### src/rtl/eag_pkg.sv
package eag_pkg;

  localparam int MODE_W = 3;

  localparam logic [MODE_W-1:0] MODE_DIRECT      = 3'd0;
  localparam logic [MODE_W-1:0] MODE_INDIRECT    = 3'd1;
  localparam logic [MODE_W-1:0] MODE_BASED       = 3'd2;
  localparam logic [MODE_W-1:0] MODE_INDEXED     = 3'd3;
  localparam logic [MODE_W-1:0] MODE_BASEIDX     = 3'd4;
  localparam logic [MODE_W-1:0] MODE_BASEIDXDISP = 3'd5;

  localparam logic [1:0] IND_SI = 2'd0;
  localparam logic [1:0] IND_DI = 2'd1;
  localparam logic [1:0] IND_BX = 2'd2;
  localparam logic [1:0] IND_BP = 2'd3;

  typedef struct packed {
    logic load;
    logic useBase;
    logic baseBp;
    logic useIndex;
    logic indexDi;
    logic useDisp;
    logic dispShort;
  } eaStrobe_t;

endpackage

### src/rtl/eag_ctrl.sv
module eag_ctrl
  import eag_pkg::*;
(
  input  logic              clk,
  input  logic              rstN,
  input  logic              reqValid,
  input  logic [MODE_W-1:0] mode,
  input  logic              baseSel,
  input  logic              indexSel,
  input  logic [1:0]        indSel,
  input  logic              dispWide,
  output eaStrobe_t         strobe
);

  always_comb begin
    strobe = '0;
    strobe.load = reqValid;
    case (mode)
      MODE_INDIRECT: begin
        case (indSel)
          IND_SI: begin strobe.useIndex = 1'b1; strobe.indexDi = 1'b0; end
          IND_DI: begin strobe.useIndex = 1'b1; strobe.indexDi = 1'b1; end
          IND_BX: begin strobe.useBase  = 1'b1; strobe.baseBp  = 1'b0; end
          default: begin strobe.useBase = 1'b1; strobe.baseBp  = 1'b1; end
        endcase
      end
      MODE_BASED: begin
        strobe.useBase   = 1'b1;
        strobe.baseBp    = baseSel;
        strobe.useDisp   = 1'b1;
        strobe.dispShort = ~dispWide;
      end
      MODE_INDEXED: begin
        strobe.useIndex  = 1'b1;
        strobe.indexDi   = indexSel;
        strobe.useDisp   = 1'b1;
        strobe.dispShort = ~dispWide;
      end
      MODE_BASEIDX: begin
        strobe.useBase  = 1'b1;
        strobe.baseBp   = baseSel;
        strobe.useIndex = 1'b1;
        strobe.indexDi  = indexSel;
      end
      MODE_BASEIDXDISP: begin
        strobe.useBase   = 1'b1;
        strobe.baseBp    = baseSel;
        strobe.useIndex  = 1'b1;
        strobe.indexDi   = indexSel;
        strobe.useDisp   = 1'b1;
        strobe.dispShort = ~dispWide;
      end
      default: begin
        // direct and the reserved codes: full displacement only
        strobe.useDisp   = 1'b1;
        strobe.dispShort = 1'b0;
      end
    endcase
  end

  // direct and reserved codes select the displacement alone
  a_r1_direct_disp_only: assert property (@(posedge clk) disable iff (!rstN)
    (mode == MODE_DIRECT || mode > MODE_BASEIDXDISP) |->
      (strobe.useDisp && !strobe.dispShort && !strobe.useBase && !strobe.useIndex));

  // indirect picks exactly one register and no displacement
  a_r2_indirect_single: assert property (@(posedge clk) disable iff (!rstN)
    (mode == MODE_INDIRECT) |->
      ($countones({strobe.useBase, strobe.useIndex}) == 1 && !strobe.useDisp));

  // based-indexed leaves the displacement out
  a_r5_no_disp: assert property (@(posedge clk) disable iff (!rstN)
    (mode == MODE_BASEIDX) |-> (!strobe.useDisp && strobe.useBase && strobe.useIndex));

endmodule

### src/rtl/eag_datapath.sv
module eag_datapath
  import eag_pkg::*;
#(
  parameter int ADDR_W  = 16,
  parameter int SHORT_W = 8
) (
  input  logic              clk,
  input  logic              rstN,
  input  eaStrobe_t         strobe,
  input  logic [ADDR_W-1:0] disp,
  input  logic [ADDR_W-1:0] regBx,
  input  logic [ADDR_W-1:0] regBp,
  input  logic [ADDR_W-1:0] regSi,
  input  logic [ADDR_W-1:0] regDi,
  output logic              eaValid,
  output logic [ADDR_W-1:0] eaOut,
  output logic              bpUsed
);

  localparam int EXT_W = ADDR_W - SHORT_W;

  logic [ADDR_W-1:0] dispShortExt;
  logic [ADDR_W-1:0] baseTerm;
  logic [ADDR_W-1:0] indexTerm;
  logic [ADDR_W-1:0] dispTerm;
  logic [ADDR_W-1:0] sumNext;
  logic              bpNext;

  generate
    if (EXT_W > 0) begin : g_sext
      assign dispShortExt = {{EXT_W{disp[SHORT_W-1]}}, disp[SHORT_W-1:0]};
    end else begin : g_nosext
      assign dispShortExt = disp;
    end
  endgenerate

  always_comb begin
    baseTerm  = '0;
    indexTerm = '0;
    dispTerm  = '0;
    if (strobe.useBase)  baseTerm  = strobe.baseBp  ? regBp : regBx;
    if (strobe.useIndex) indexTerm = strobe.indexDi ? regDi : regSi;
    if (strobe.useDisp)  dispTerm  = strobe.dispShort ? dispShortExt : disp;
    sumNext = baseTerm + indexTerm + dispTerm;
    bpNext  = strobe.useBase & strobe.baseBp;
  end

  always_ff @(posedge clk or negedge rstN) begin
    if (!rstN) begin
      eaValid <= 1'b0;
      eaOut   <= '0;
      bpUsed  <= 1'b0;
    end else begin
      eaValid <= strobe.load;
      if (strobe.load) begin
        eaOut  <= sumNext;
        bpUsed <= bpNext;
      end
    end
  end

  // a request gives valid on the next cycle, no request gives none
  a_r10_valid_after_load: assert property (@(posedge clk) disable iff (!rstN)
    strobe.load |=> eaValid);
  a_r10_no_spurious_valid: assert property (@(posedge clk) disable iff (!rstN)
    !strobe.load |=> !eaValid);

  // outputs hold while idle
  a_r11_hold_idle: assert property (@(posedge clk) disable iff (!rstN)
    !strobe.load |=> ($stable(eaOut) && $stable(bpUsed)));

  // flag follows BP participation in the accepted request
  a_r9_bp_flag_set: assert property (@(posedge clk) disable iff (!rstN)
    (strobe.load && strobe.useBase && strobe.baseBp) |=> bpUsed);
  a_r9_bp_flag_clear: assert property (@(posedge clk) disable iff (!rstN)
    (strobe.load && !(strobe.useBase && strobe.baseBp)) |=> !bpUsed);

endmodule

### src/rtl/ea_gen.sv
module ea_gen
  import eag_pkg::*;
#(
  parameter int ADDR_W  = 16,
  parameter int SHORT_W = 8
) (
  input  logic              clk,
  input  logic              rstN,
  input  logic              reqValid,
  input  logic [2:0]        mode,
  input  logic              baseSel,
  input  logic              indexSel,
  input  logic [1:0]        indSel,
  input  logic              dispWide,
  input  logic [ADDR_W-1:0] disp,
  input  logic [ADDR_W-1:0] regBx,
  input  logic [ADDR_W-1:0] regBp,
  input  logic [ADDR_W-1:0] regSi,
  input  logic [ADDR_W-1:0] regDi,
  output logic              eaValid,
  output logic [ADDR_W-1:0] eaOut,
  output logic              bpUsed
);

  eaStrobe_t strobe;

  eag_ctrl u_ctrl (
    .clk      (clk),
    .rstN     (rstN),
    .reqValid (reqValid),
    .mode     (mode),
    .baseSel  (baseSel),
    .indexSel (indexSel),
    .indSel   (indSel),
    .dispWide (dispWide),
    .strobe   (strobe)
  );

  eag_datapath #(
    .ADDR_W  (ADDR_W),
    .SHORT_W (SHORT_W)
  ) u_dp (
    .clk     (clk),
    .rstN    (rstN),
    .strobe  (strobe),
    .disp    (disp),
    .regBx   (regBx),
    .regBp   (regBp),
    .regSi   (regSi),
    .regDi   (regDi),
    .eaValid (eaValid),
    .eaOut   (eaOut),
    .bpUsed  (bpUsed)
  );

endmodule

### config.mk
export PLATFORM = sky130hd
export DESIGN_NAME = ea_gen
export DESIGN_NICKNAME = d
export VERILOG_FILES = /design/src/rtl/eag_pkg.sv /design/src/rtl/eag_ctrl.sv /design/src/rtl/eag_datapath.sv /design/src/rtl/ea_gen.sv
export SDC_FILE = /design/constraint.sdc
export NUM_CORES = 1
export LEC_CHECK = 0
export ABC_AREA = 0
export BUFFER_PORTS_ARGS = -buffer_cell sky130_fd_sc_hd__buf_2
export CORE_MARGIN = 1.5
export CORE_UTILIZATION = 50
export CTS_CLUSTER_SIZE = 14
export DETAILED_ROUTE_END_ITERATION = 7
export HOLD_SLACK_MARGIN = 0.12
export PLACE_DENSITY_LB_ADDON = 0.3
export SLEW_MARGIN = 10
export SYNTH_ARGS = -nofsm -noshare
export SYNTH_HDL_FRONTEND = slang
export SYNTH_HIERARCHICAL = 1
export SYNTH_SLANG_ARGS = --single-unit
### constraint.sdc
create_clock -name clk -period 1.2 [get_ports clk]
set_clock_uncertainty 0.2 [all_clocks]
set_input_delay 0.18 -clock clk [delete_from_list [all_inputs] [get_ports clk]]
set_output_delay 0.18 -clock clk [all_outputs]
set_load 0.05 [all_outputs]
==> run metrics, run 1 <==
Vias/cell 5.61; top cells by area, synth dfrtp_1, mux2_2, fa_1, ha_1, nand2_1; First DRT Iteration DRCs 162; Avg WL per Cell 18.0 um; initial antenna violation count 0; Total GRT Usage 28.3%; Pre-antenna DRT Iters 4; syn_nets 425; synthesized area 2620 um2; worst hold path class input pin to flip-flop; final antenna diode count 0; hold_ws 144 ps; post-synthesis cell type count 49; Max-cap violations 0; CP Launch Type input pin; Rows 26; port bufs 108; final worst slack -2400 ps; post-synth top area share 17.2%; biggest area consumer among synthesized cells dfrtp_1; FFs w/ async S/R, synth 100%; Die X 75.4 um; largest net degree at the start of global routing 19; CP cell instances buf_8 -> nand4bb_4 -> o221ai_4 -> buf_6 -> buf_4 -> mux2_4 -> nand2_2 -> fa_1 -> inv_2 -> ha_4 -> nor2b_4 -> o31a_1 -> o32a_4 -> a221oi_4 -> xnor2_1 -> mux2_2; synthesis-stage register bit count 18; Least-Margin Pin Slew 435 ps; critical-path maximum fanout 5; TNS Setup -31040 ps; CTS Sinks 18; crit path DAT 3550 ps; clock latency on the worst-skew pair 250 ps; ratio of cells with drive above 1 in the final layout 58.9%; max incr delay on CP 460 ps; syn_area_per_cell 8.61 um2; status finished, violations left; CTS tree yes; IO Pins 109; Worst Setup End Kind flip-flop; H-tree depth 1; most frequent cell after synthesis nand2_1; Cells after Synth 304; first-pass GRT wire length 12.5 mm; dpl cell area 3760 um2; max-slew violations 0; clk root buf clkbuf_8; Die H 75.4 um; crit path launch indSel[1]; routed via count 3109; worst-path cell with the longest stage delay fa_1; cts bufs inserted 3; most frequent cells after synthesis nand2_1, mux2_2, inv_1; Slew HR 70.8%; delay-heaviest family, CP compound AO/OA/AOI/OAI gates; crit share post-route 300%; hold path cells 3; number of global-route vias before repair 2942; yosys warns 6; worst reg2reg setup slack 120 ps; final worst path period need 3600 ps; drt drc 0; WS Path Type input pin to flip-flop; cells on worst reg2reg path 2; Buf/Inv on CP 4; Nets 606; die area 5680 um2; worst hold endpoint u_dp/bpUsed$_DFFE_PN0P_; PD cells 1380 nW/um2; EDFF count, synth 0; unrepaired setup endpoints after global routing true; Worst Hold Launch reqValid; fill cell count 256; fmax 0.277 GHz; core area 5070 um2; DP Wirelength 5.86 mm; maximum buffer depth of the clock tree 2; Overflow after GRT 0; leakage power 2.20 nW; final wirelength 9.97 mm; part of the Yosys area used for sequential elements 17.2%; Antenna Nets Post-Route 0; clock-pin slew on the worst setup and hold paths 70 ps; Starting Density 51.6%; Layout Area Growth over Synthesis 68.7%; Design Area, Final 4420 um2; final core utilization 87.0%; Hold Vio Cnt, Final 0; worst r2r dst u_dp/eaOut[11]$_DFFE_PN0P_; failing checks setup timing; Top FF cell, synth dfrtp_1; routability cong. 0.879; worst path required time 1140 ps; R2R Path Start u_dp/eaOut[11]$_DFFE_PN0P_; Final setup viols 22; worst vdd ir 1.78 mV
[worst reg2reg max path, stage by stage (launching register included)]
cell	delay (ps)
dfrtp_1	390
buf_4	130
mux2_4	250
[where the power goes]
| group | internal (W) | switching (W) |
|---|---|---|
| Combinational | 0.00214 | 0.00244 |
| Clock | 0.000292 | 0.000208 |
| Sequential | 0.000839 | 0.000179 |
| Total | 0.00327 | 0.00283 |
[layout by cell type, fill, tap and decap left out, types with 3 or more instances in the layout]
| cell type | netlist | routed |
|---|---|---|
| a21o_1 | 4 | 4 |
| o21ai_1 | 4 | 5 |
| fa_1 | 16 | 14 |
| mux2_2 | 36 | 25 |
| inv_2 | 0 | 6 |
| a211oi_1 | 4 | 3 |
| nor2_1 | 13 | 10 |
| a21oi_1 | 14 | 12 |
| o21a_1 | 3 | 3 |
| nand2_1 | 42 | 33 |
| ha_4 | 0 | 6 |
| o21ai_0 | 16 | 10 |
| o21ai_2 | 0 | 4 |
| nand2_2 | 0 | 8 |
| dfrtp_1 | 18 | 18 |
| clkbuf_8 | 0 | 4 |
| xor2_1 | 4 | 4 |
| buf_8 | 0 | 4 |
| nor2b_1 | 13 | 12 |
| ha_2 | 0 | 3 |
| mux2_4 | 0 | 11 |
| and2_1 | 3 | 3 |
| inv_1 | 35 | 29 |
| ha_1 | 14 | 5 |
| buf_6 | 3 | 23 |
| xnor2_1 | 10 | 9 |
| buf_4 | 1 | 75 |
| buf_2 | 1 | 86 |
[per-stage QoR]
step                      total power [W]  setup WS (ps)  std cells
after floorplan                   0.00344          -2300        304
after global placement            0.00451          -2500        528
after detailed placement          0.00459          -2620        528
after CTS                         0.00558          -2200        540
after global routing              0.00642          -2510        554
final                             0.00610          -2400        554
[how the worst max path moves through the flow]
| stage | end | slack [ps] | depth (start not counted) |
|---|---|---|---|
| floorplan | u_dp/eaOut[13]$_DFFE_PN0P_ | -2300 | 16 |
| global placement | u_dp/eaOut[13]$_DFFE_PN0P_ | -2500 | 14 |
| detailed placement | u_dp/eaOut[13]$_DFFE_PN0P_ | -2620 | 16 |
| CTS | u_dp/eaOut[13]$_DFFE_PN0P_ | -2200 | 16 |
| global route | u_dp/eaOut[13]$_DFFE_PN0P_ | -2510 | 16 |
| finish | u_dp/eaOut[13]$_DFFE_PN0P_ | -2400 | 16 |
[registers in the layout (all words and copies together) (netlist names)]
register	flops
u_dp/eaOut	16
u_dp/bpUsed	1
u_dp/eaValid	1
[layout make-up]
class                           count  area (um2)  share of cell area (%)
Clock buffer                        4        55.1                    1.25
Inverter                           35         131                    2.98
Multi-Input combinational cell    235        2320                    52.5
Sequential cell                    18         450                    10.2
Tap cell                           70        87.6                    1.98
Timing Repair Buffer              192        1380                    31.1
[routing by layer]
layer	global-route usage (%)	vias up	share of wire [%]
met5	0	-	0
met4	8.53	0	5.5
met3	4.50	50	5.2
met2	56.2	178	54
met1	30.3	1488	35
li1	-	1393	-
[kinds of logic after synthesis]
| family | share of synthesized area (%) |
|---|---|
| xor gates and xnor gates | 4.68 |
| buffers and inverters | 8.37 |
| muxes | 17.0 |
| DFF | 17.2 |
| adders and majority gates | 18.9 |
| AOI/OAI and AO/OA | 15.9 |
| and+or+nand+nor | 17.9 |
[what timing repair did]
| item | in CTS | in global routing |
|---|---|---|
| endpoints found under the hold margin | 23 | 0 |
| endpoints found under the setup margin | 35 | 36 |
| pin swaps | 9 | 10 |
| hold buffers | 2 | 0 |
| setup buffers | 6 | 14 |
| gates cloned | 0 | 0 |
| resized for setup | 64 | 42 |
(Power assumes the default switching activity.)
==> run 2, diff against run 1 <==
ABC_AREA = 1   (was 0)
CTS_CLUSTER_SIZE = 12   (was 14)
REMOVE_ABC_BUFFERS = 1   (was default)
==> run 2 against run 1 <==
Critical path depth grew 4. Register-to-register slack gained 90 ps. The flow still finishes with violations (setup timing). Via count grew 22%. Sequential power shrank 7%. Largest cell class unchanged. Wire length grew 14%. Synthesized area is essentially flat. Global-route usage grew 6.7 points. Utilization is essentially flat. Fmax grew 16%. Combinational power shrank 4%. Power shrank 3.7%.
==> run metrics, run 2 <==
CTS Sinks 18; maximum buffer depth of the clock tree 2; part of the Yosys area used for sequential elements 17.2%; CP Launch Type input pin; Nets 725; worst r2r dst u_dp/bpUsed$_DFFE_PN0P_; total power 0.00588 W; Least-Margin Pin Slew 418 ps; flip-flop count of the largest register after layout 16; fmax 0.321 GHz; unrepaired setup endpoints after global routing true; Worst Setup End Kind flip-flop; CTS tree yes; Avg WL per Cell 16.9 um; Hold Vio Cnt, Final 0; initial antenna violation count 0; failing checks setup timing; H-tree depth 1; ratio of cells with drive above 1 in the final layout 44.9%; Die X 75.4 um; worst vdd ir 0.773 mV; biggest area consumer among synthesized cells nand2_1; routability cong. 0.924; Cells after Synth 444; core area 5070 um2; syn_area_per_cell 5.90 um2; hold_ws 162 ps; First DRT Iteration DRCs 407; Layout Area Growth over Synthesis 68.5%; Largest Register u_dp/eaOut; largest net degree at the start of global routing 19; CP cell instances buf_12 -> nor2_4 -> nand4_1 -> nand2_4 -> inv_4 -> buf_4 -> o21ai_1 -> fa_1 -> fa_2 -> inv_2 -> nand2_2 -> nand2_2 -> nand3_2 -> nand2_4 -> nand2_2 -> nand2_2 -> inv_1 -> nand2_1 -> nand3_1 -> nand2_1; final worst path period need 3120 ps; worst path required time 1200 ps; Max-cap violations 0; synthesis-stage register bit count 18; final core utilization 87.0%; cells on worst reg2reg path 3; most common cell after layout, fill and taps aside nand2_1; final antenna diode count 0; cts bufs inserted 3; FFs w/ async S/R, synth 100%; clock latency on the worst-skew pair 260 ps; Slew HR 71.8%; clk root buf clkbuf_8; status finished, violations left; first-pass GRT wire length 15.2 mm; fin cells 673; synthesized area 2620 um2; R2R Path Start u_dp/bpUsed$_DFFE_PN0P_; worst reg2reg setup slack 210 ps; post-synthesis cell type count 27; number of global-route vias before repair 3473; Final setup viols 27; Top FF cell, synth dfrtp_1; registers with the most flip-flops u_dp/eaOut: 16 flops, u_dp/bpUsed: 1 flops, u_dp/eaValid: 1 flops; leakage power 2.39 nW; final worst slack -1920 ps; Starting Density 51.6%; Vias/cell 5.63; die area 5680 um2; critical-path maximum fanout 5; Pre-antenna DRT Iters 5; routed via count 3789; PD cells 1330 nW/um2; Setup crit end u_dp/eaOut[15]$_DFFE_PN0P_; most frequent cells after synthesis nand2_1, nor2_1, inv_1; dpl cells 647; Die H 75.4 um; Total GRT Usage 35.0%; top cells by area, synth nand2_1, dfrtp_1, fa_1, nor2_1, inv_1; crit path launch mode[1]; crit path DAT 3120 ps; Antenna Nets Post-Route 0; CP most frequent cell nand2_2; Overflow after GRT 0; clock-pin slew on the worst setup and hold paths 80 ps; worst-path cell with the longest stage delay fa_1; most frequent cell after synthesis nand2_1; IO Pins 109; DP Wirelength 6.59 mm; worst hold path class input pin to flip-flop; max-slew violations 0; EDFF count, synth 0; post-synth top area share 19.8%; Rows 26; WS Path Type input pin to flip-flop; drt drc 0; max incr delay on CP 540 ps; port bufs 108; TNS Setup -25470 ps; crit share post-route 260%; yosys warns 6; final wirelength 11.4 mm; most frequent cells in the layout nand2_1, buf_2, nor2_1
run 2: power breakdown:
group	internal (W)	switching, W
clock network	0.000292	0.000229
logic	0.00184	0.00257
registers	0.000794	0.000151
run 2: per-layer routing:
layer | part of all wire (%) | vias to the layer above | track usage (%)
li1 | - | 1692 | -
met1 | 36 | 1685 | 37.9
met2 | 50 | 319 | 66.5
met3 | 8.0 | 93 | 3.97
met4 | 6.7 | 0 | 18.1
met5 | 0 | - | 0
run 2: final cells by class:
type | count | area [um2]
multi-input combinational | 347 | 2360
timing repair buffer | 169 | 1210
fill | 261 | 661
sequential | 18 | 450
inverter | 65 | 259
tap | 70 | 87.6
clock buffer | 4 | 55.1
run 2: critical path: cells and delay by family:
kind / cells / cell delay, ps
buffers and inverters: 5 / 450
AO/OA/AOI/OAI: 1 / 260
AND/OR/NAND/NOR: 12 / 1270
adder cells (fa/ha/maj): 2 / 950
run 2: repair_timing:
action | 4_1_cts | 5_1_grt
hold buffers | 2 | 0
pin swaps | 27 | 37
setup endpoints to repair | 35 | 35
endpoints found under the hold margin | 19 | 0
gates resized for setup | 141 | 61
cloned | 0 | 1
setup buffers | 12 | 7
run 2: worst min path at each step:
stage / slack [ps] / end / from / cells past startpoint
finish: 160 / u_dp/eaOut[9]$_DFFE_PN0P_ / reqValid / 5
detailed placement: -70 / u_dp/eaValid$_DFF_PN0_ / rstN / 1
global route: 200 / u_dp/eaOut[9]$_DFFE_PN0P_ / reqValid / 5
CTS: 150 / u_dp/eaOut[1]$_DFFE_PN0P_ / reqValid / 4
floorplan: -320 / u_dp/bpUsed$_DFFE_PN0P_ / rstN / 0
global placement: -70 / u_dp/eaOut[1]$_DFFE_PN0P_ / rstN / 1
run 2: kinds of logic after synthesis:
group / synth area share, %
buffers and inverters: 11.9
AND/OR/NAND/NOR: 39.7
flip-flops: 17.2
adder cells (fa/ha/maj): 18.9
XOR/XNOR: 0.669
AO/OA/AOI/OAI: 11.7
run 2: stage by stage:
step | worst slack [ps] | area, um2
after floorplan | -2130 | 2550
after global placement | -2100 | 3500
after detailed placement | -2180 | 3500
after CTS | -1630 | 4130
after global routing | -2040 | 4410
final | -1920 | 4410
==> run 3, diff against run 2 <==
==> constraint.sdc (replaced) <==
create_clock -name clk -period 1.2 [get_ports clk]
set_clock_uncertainty 0.2 [all_clocks]
set_input_delay 0.24 -clock clk [delete_from_list [all_inputs] [get_ports clk]]
set_output_delay 0.24 -clock clk [all_outputs]
set_load 0.05 [all_outputs]
==> run 3 against run 2 <==
The run ends with DRC, setup timing left. Critical path depth grew 1. Wire length shrank 0.98%. Fmax grew 3.4%. Count of clock-buffer cells in the layout is the same. Clock power shrank 2%. Sequential share of layout area shrank 0.23 points. Global-route usage grew 2.7 points. Combinational power grew 4.5%. Worst hold slack lost 19 ps. Register-to-register slack lost 110 ps. Cell count grew 0.89%. Largest cell class unchanged. Highest routed layer unchanged.
==> run metrics, run 3 (synthesized netlist as in run 2, its figures left out) <==
status finished, violations left; failing checks DRC, setup timing; final wirelength 11.3 mm; crit share post-route 251%; routability cong. 0.923; maximum buffer depth of the clock tree 2; clock latency on the worst-skew pair 250 ps; worst vdd ir 0.882 mV; Starting Density 51.6%; internal power 0.00305 W; die area 5680 um2; crit path DAT 2960 ps; switching share of power 49.7%; Largest Register u_dp/eaOut; Final setup viols 35; Design Area, Final 4510 um2; drt drc 1; Setup crit end u_dp/eaOut[8]$_DFFE_PN0P_; Worst Setup End Kind flip-flop; worst hold path class input pin to flip-flop; cts bufs inserted 3; R2R Path Start u_dp/eaOut[7]$_DFFE_PN0P_; Least-Margin Pin Slew 426 ps; first-pass GRT wire length 16.4 mm; clk root buf clkbuf_8; flip-flop count of the largest register after layout 16; fill cell count 235; Vias/cell 5.59; routed via count 3793; crit path launch mode[0]; number of global-route vias before repair 3640; Overflow after GRT 0; Max-cap violations 0; largest net degree at the start of global routing 19; TNS Setup -26340 ps; leakage power 2.41 nW; Sequential Power Share 15.5%; H-tree depth 1; CTS Sinks 18; final worst slack -1810 ps; worst reg2reg setup slack 100 ps; P_sw 0.00301 W; dpl cell area 3500 um2; ratio of cells with drive above 1 in the final layout 49.8%; Avg WL per Cell 16.6 um; critical-path maximum fanout 10; First DRT Iteration DRCs 406; final worst path period need 3010 ps; combinational group share of total power 76.1%; CTS tree yes; final antenna diode count 0; WS Path Type input pin to flip-flop; max-slew violations 0; most common cell after layout, fill and taps aside nand2_1; Die H 75.4 um; Die X 75.4 um; most frequent cells in the layout nand2_1, buf_2, nor2_1; IO Pins 109; CP Launch Type input pin; Total GRT Usage 37.7%; worst r2r dst u_dp/eaOut[7]$_DFFE_PN0P_; port bufs 108; DP Wirelength 6.68 mm; Antenna Nets Post-Route 0; cells on worst reg2reg path 4; Layout Area Growth over Synthesis 72.3%; initial antenna violation count 0; worst path required time 1150 ps; Hold Vio Cnt, Final 0; Nets 731; Pre-antenna DRT Iters 8; fmax 0.332 GHz; clock-pin slew on the worst setup and hold paths 70 ps; Rows 26; Slew HR 71.6%; core area 5070 um2; registers with the most flip-flops u_dp/eaOut: 16 flops, u_dp/bpUsed: 1 flops, u_dp/eaValid: 1 flops; PD cells 1340 nW/um2; Clk network pwr share 8.4%; unrepaired setup endpoints after global routing true
[run 3: through the flow]
step                      instances  hold slack, ps  setup WS (ps)  util [%]  total power (W)
after floorplan                 430            -256          -2190         -          0.00290
after global placement          647           -13.5          -2160      68.9          0.00385
after detailed placement        647           -4.90          -2230      68.9          0.00391
after CTS                       670             130          -1680      83.6          0.00536
after global routing            679             148          -1930      89.0          0.00641
final                           679             143          -1810      89.0          0.00605
[run 3: repair_timing]
action,4_1_cts,5_1_grt
setup endpoints to repair,35,35
buffers inserted,18,9
hold buffers,1,0
resized for setup,168,67
pin swaps,41,33
hold endpoints to repair,18,0
[run 3: worst max-delay path, cell delays in order]
cell,delay (ps)
buf_8,90
inv_8,40
nor3_4,250
nand2_2,120
nand2_4,100
inv_4,50
buf_12,130
nor2_4,100
o21ai_2,70
fa_1,580
inv_2,60
ha_4,300
nand2_4,70
inv_1,70
nand3b_1,110
nand2_2,150
nand3_2,110
nand2_1,100
nand2_1,70
nand3_1,80
nand2_1,60
[run 3: layout make-up]
type | instances | area, um2 | share of cell area, %
inverter | 65 | 269 | 5.96
timing repair buffer | 175 | 1250 | 27.8
clock buffer | 4 | 55.1 | 1.22
multi-input combinational | 347 | 2400 | 53.1
tap | 70 | 87.6 | 1.94
sequential | 18 | 450 | 9.98
[run 3: how the worst min path moves through the flow]
stage	depth (start not counted)	endpoint	startpoint	slack, ps
finish	2	u_dp/eaValid$_DFF_PN0_	reqValid	140
global route	2	u_dp/eaValid$_DFF_PN0_	reqValid	150
CTS	2	u_dp/eaValid$_DFF_PN0_	reqValid	130
detailed placement	1	u_dp/eaOut[1]$_DFFE_PN0P_	rstN	-5
global placement	1	u_dp/eaOut[1]$_DFFE_PN0P_	rstN	-10
floorplan	0	u_dp/bpUsed$_DFFE_PN0P_	rstN	-260
[run 3: layer usage]
metal	part of all wire, %	vias to the layer above	GRT usage, %	routed length (um)
li1	-	1701	-	-
met1	35	1719	40.6	3920
met5	0	-	0	0
met3	8.2	89	7.41	931
met4	7.2	0	19.2	810
met2	50	284	69.6	5630
[run 3: power by group through the flow]
stage | Combinational [W] | Clock [W] | Sequential [W]
3_3_place_gp | 0.00296 | 0 | 0.000885
6_report | 0.00461 | 0.000508 | 0.000936
4_1_cts | 0.00392 | 0.000507 | 0.000926
3_5_place_dp | 0.00302 | 0 | 0.000895
5_1_grt | 0.00492 | 0.000538 | 0.000956
2_1_floorplan | 0.00134 | 0 | 0.00157
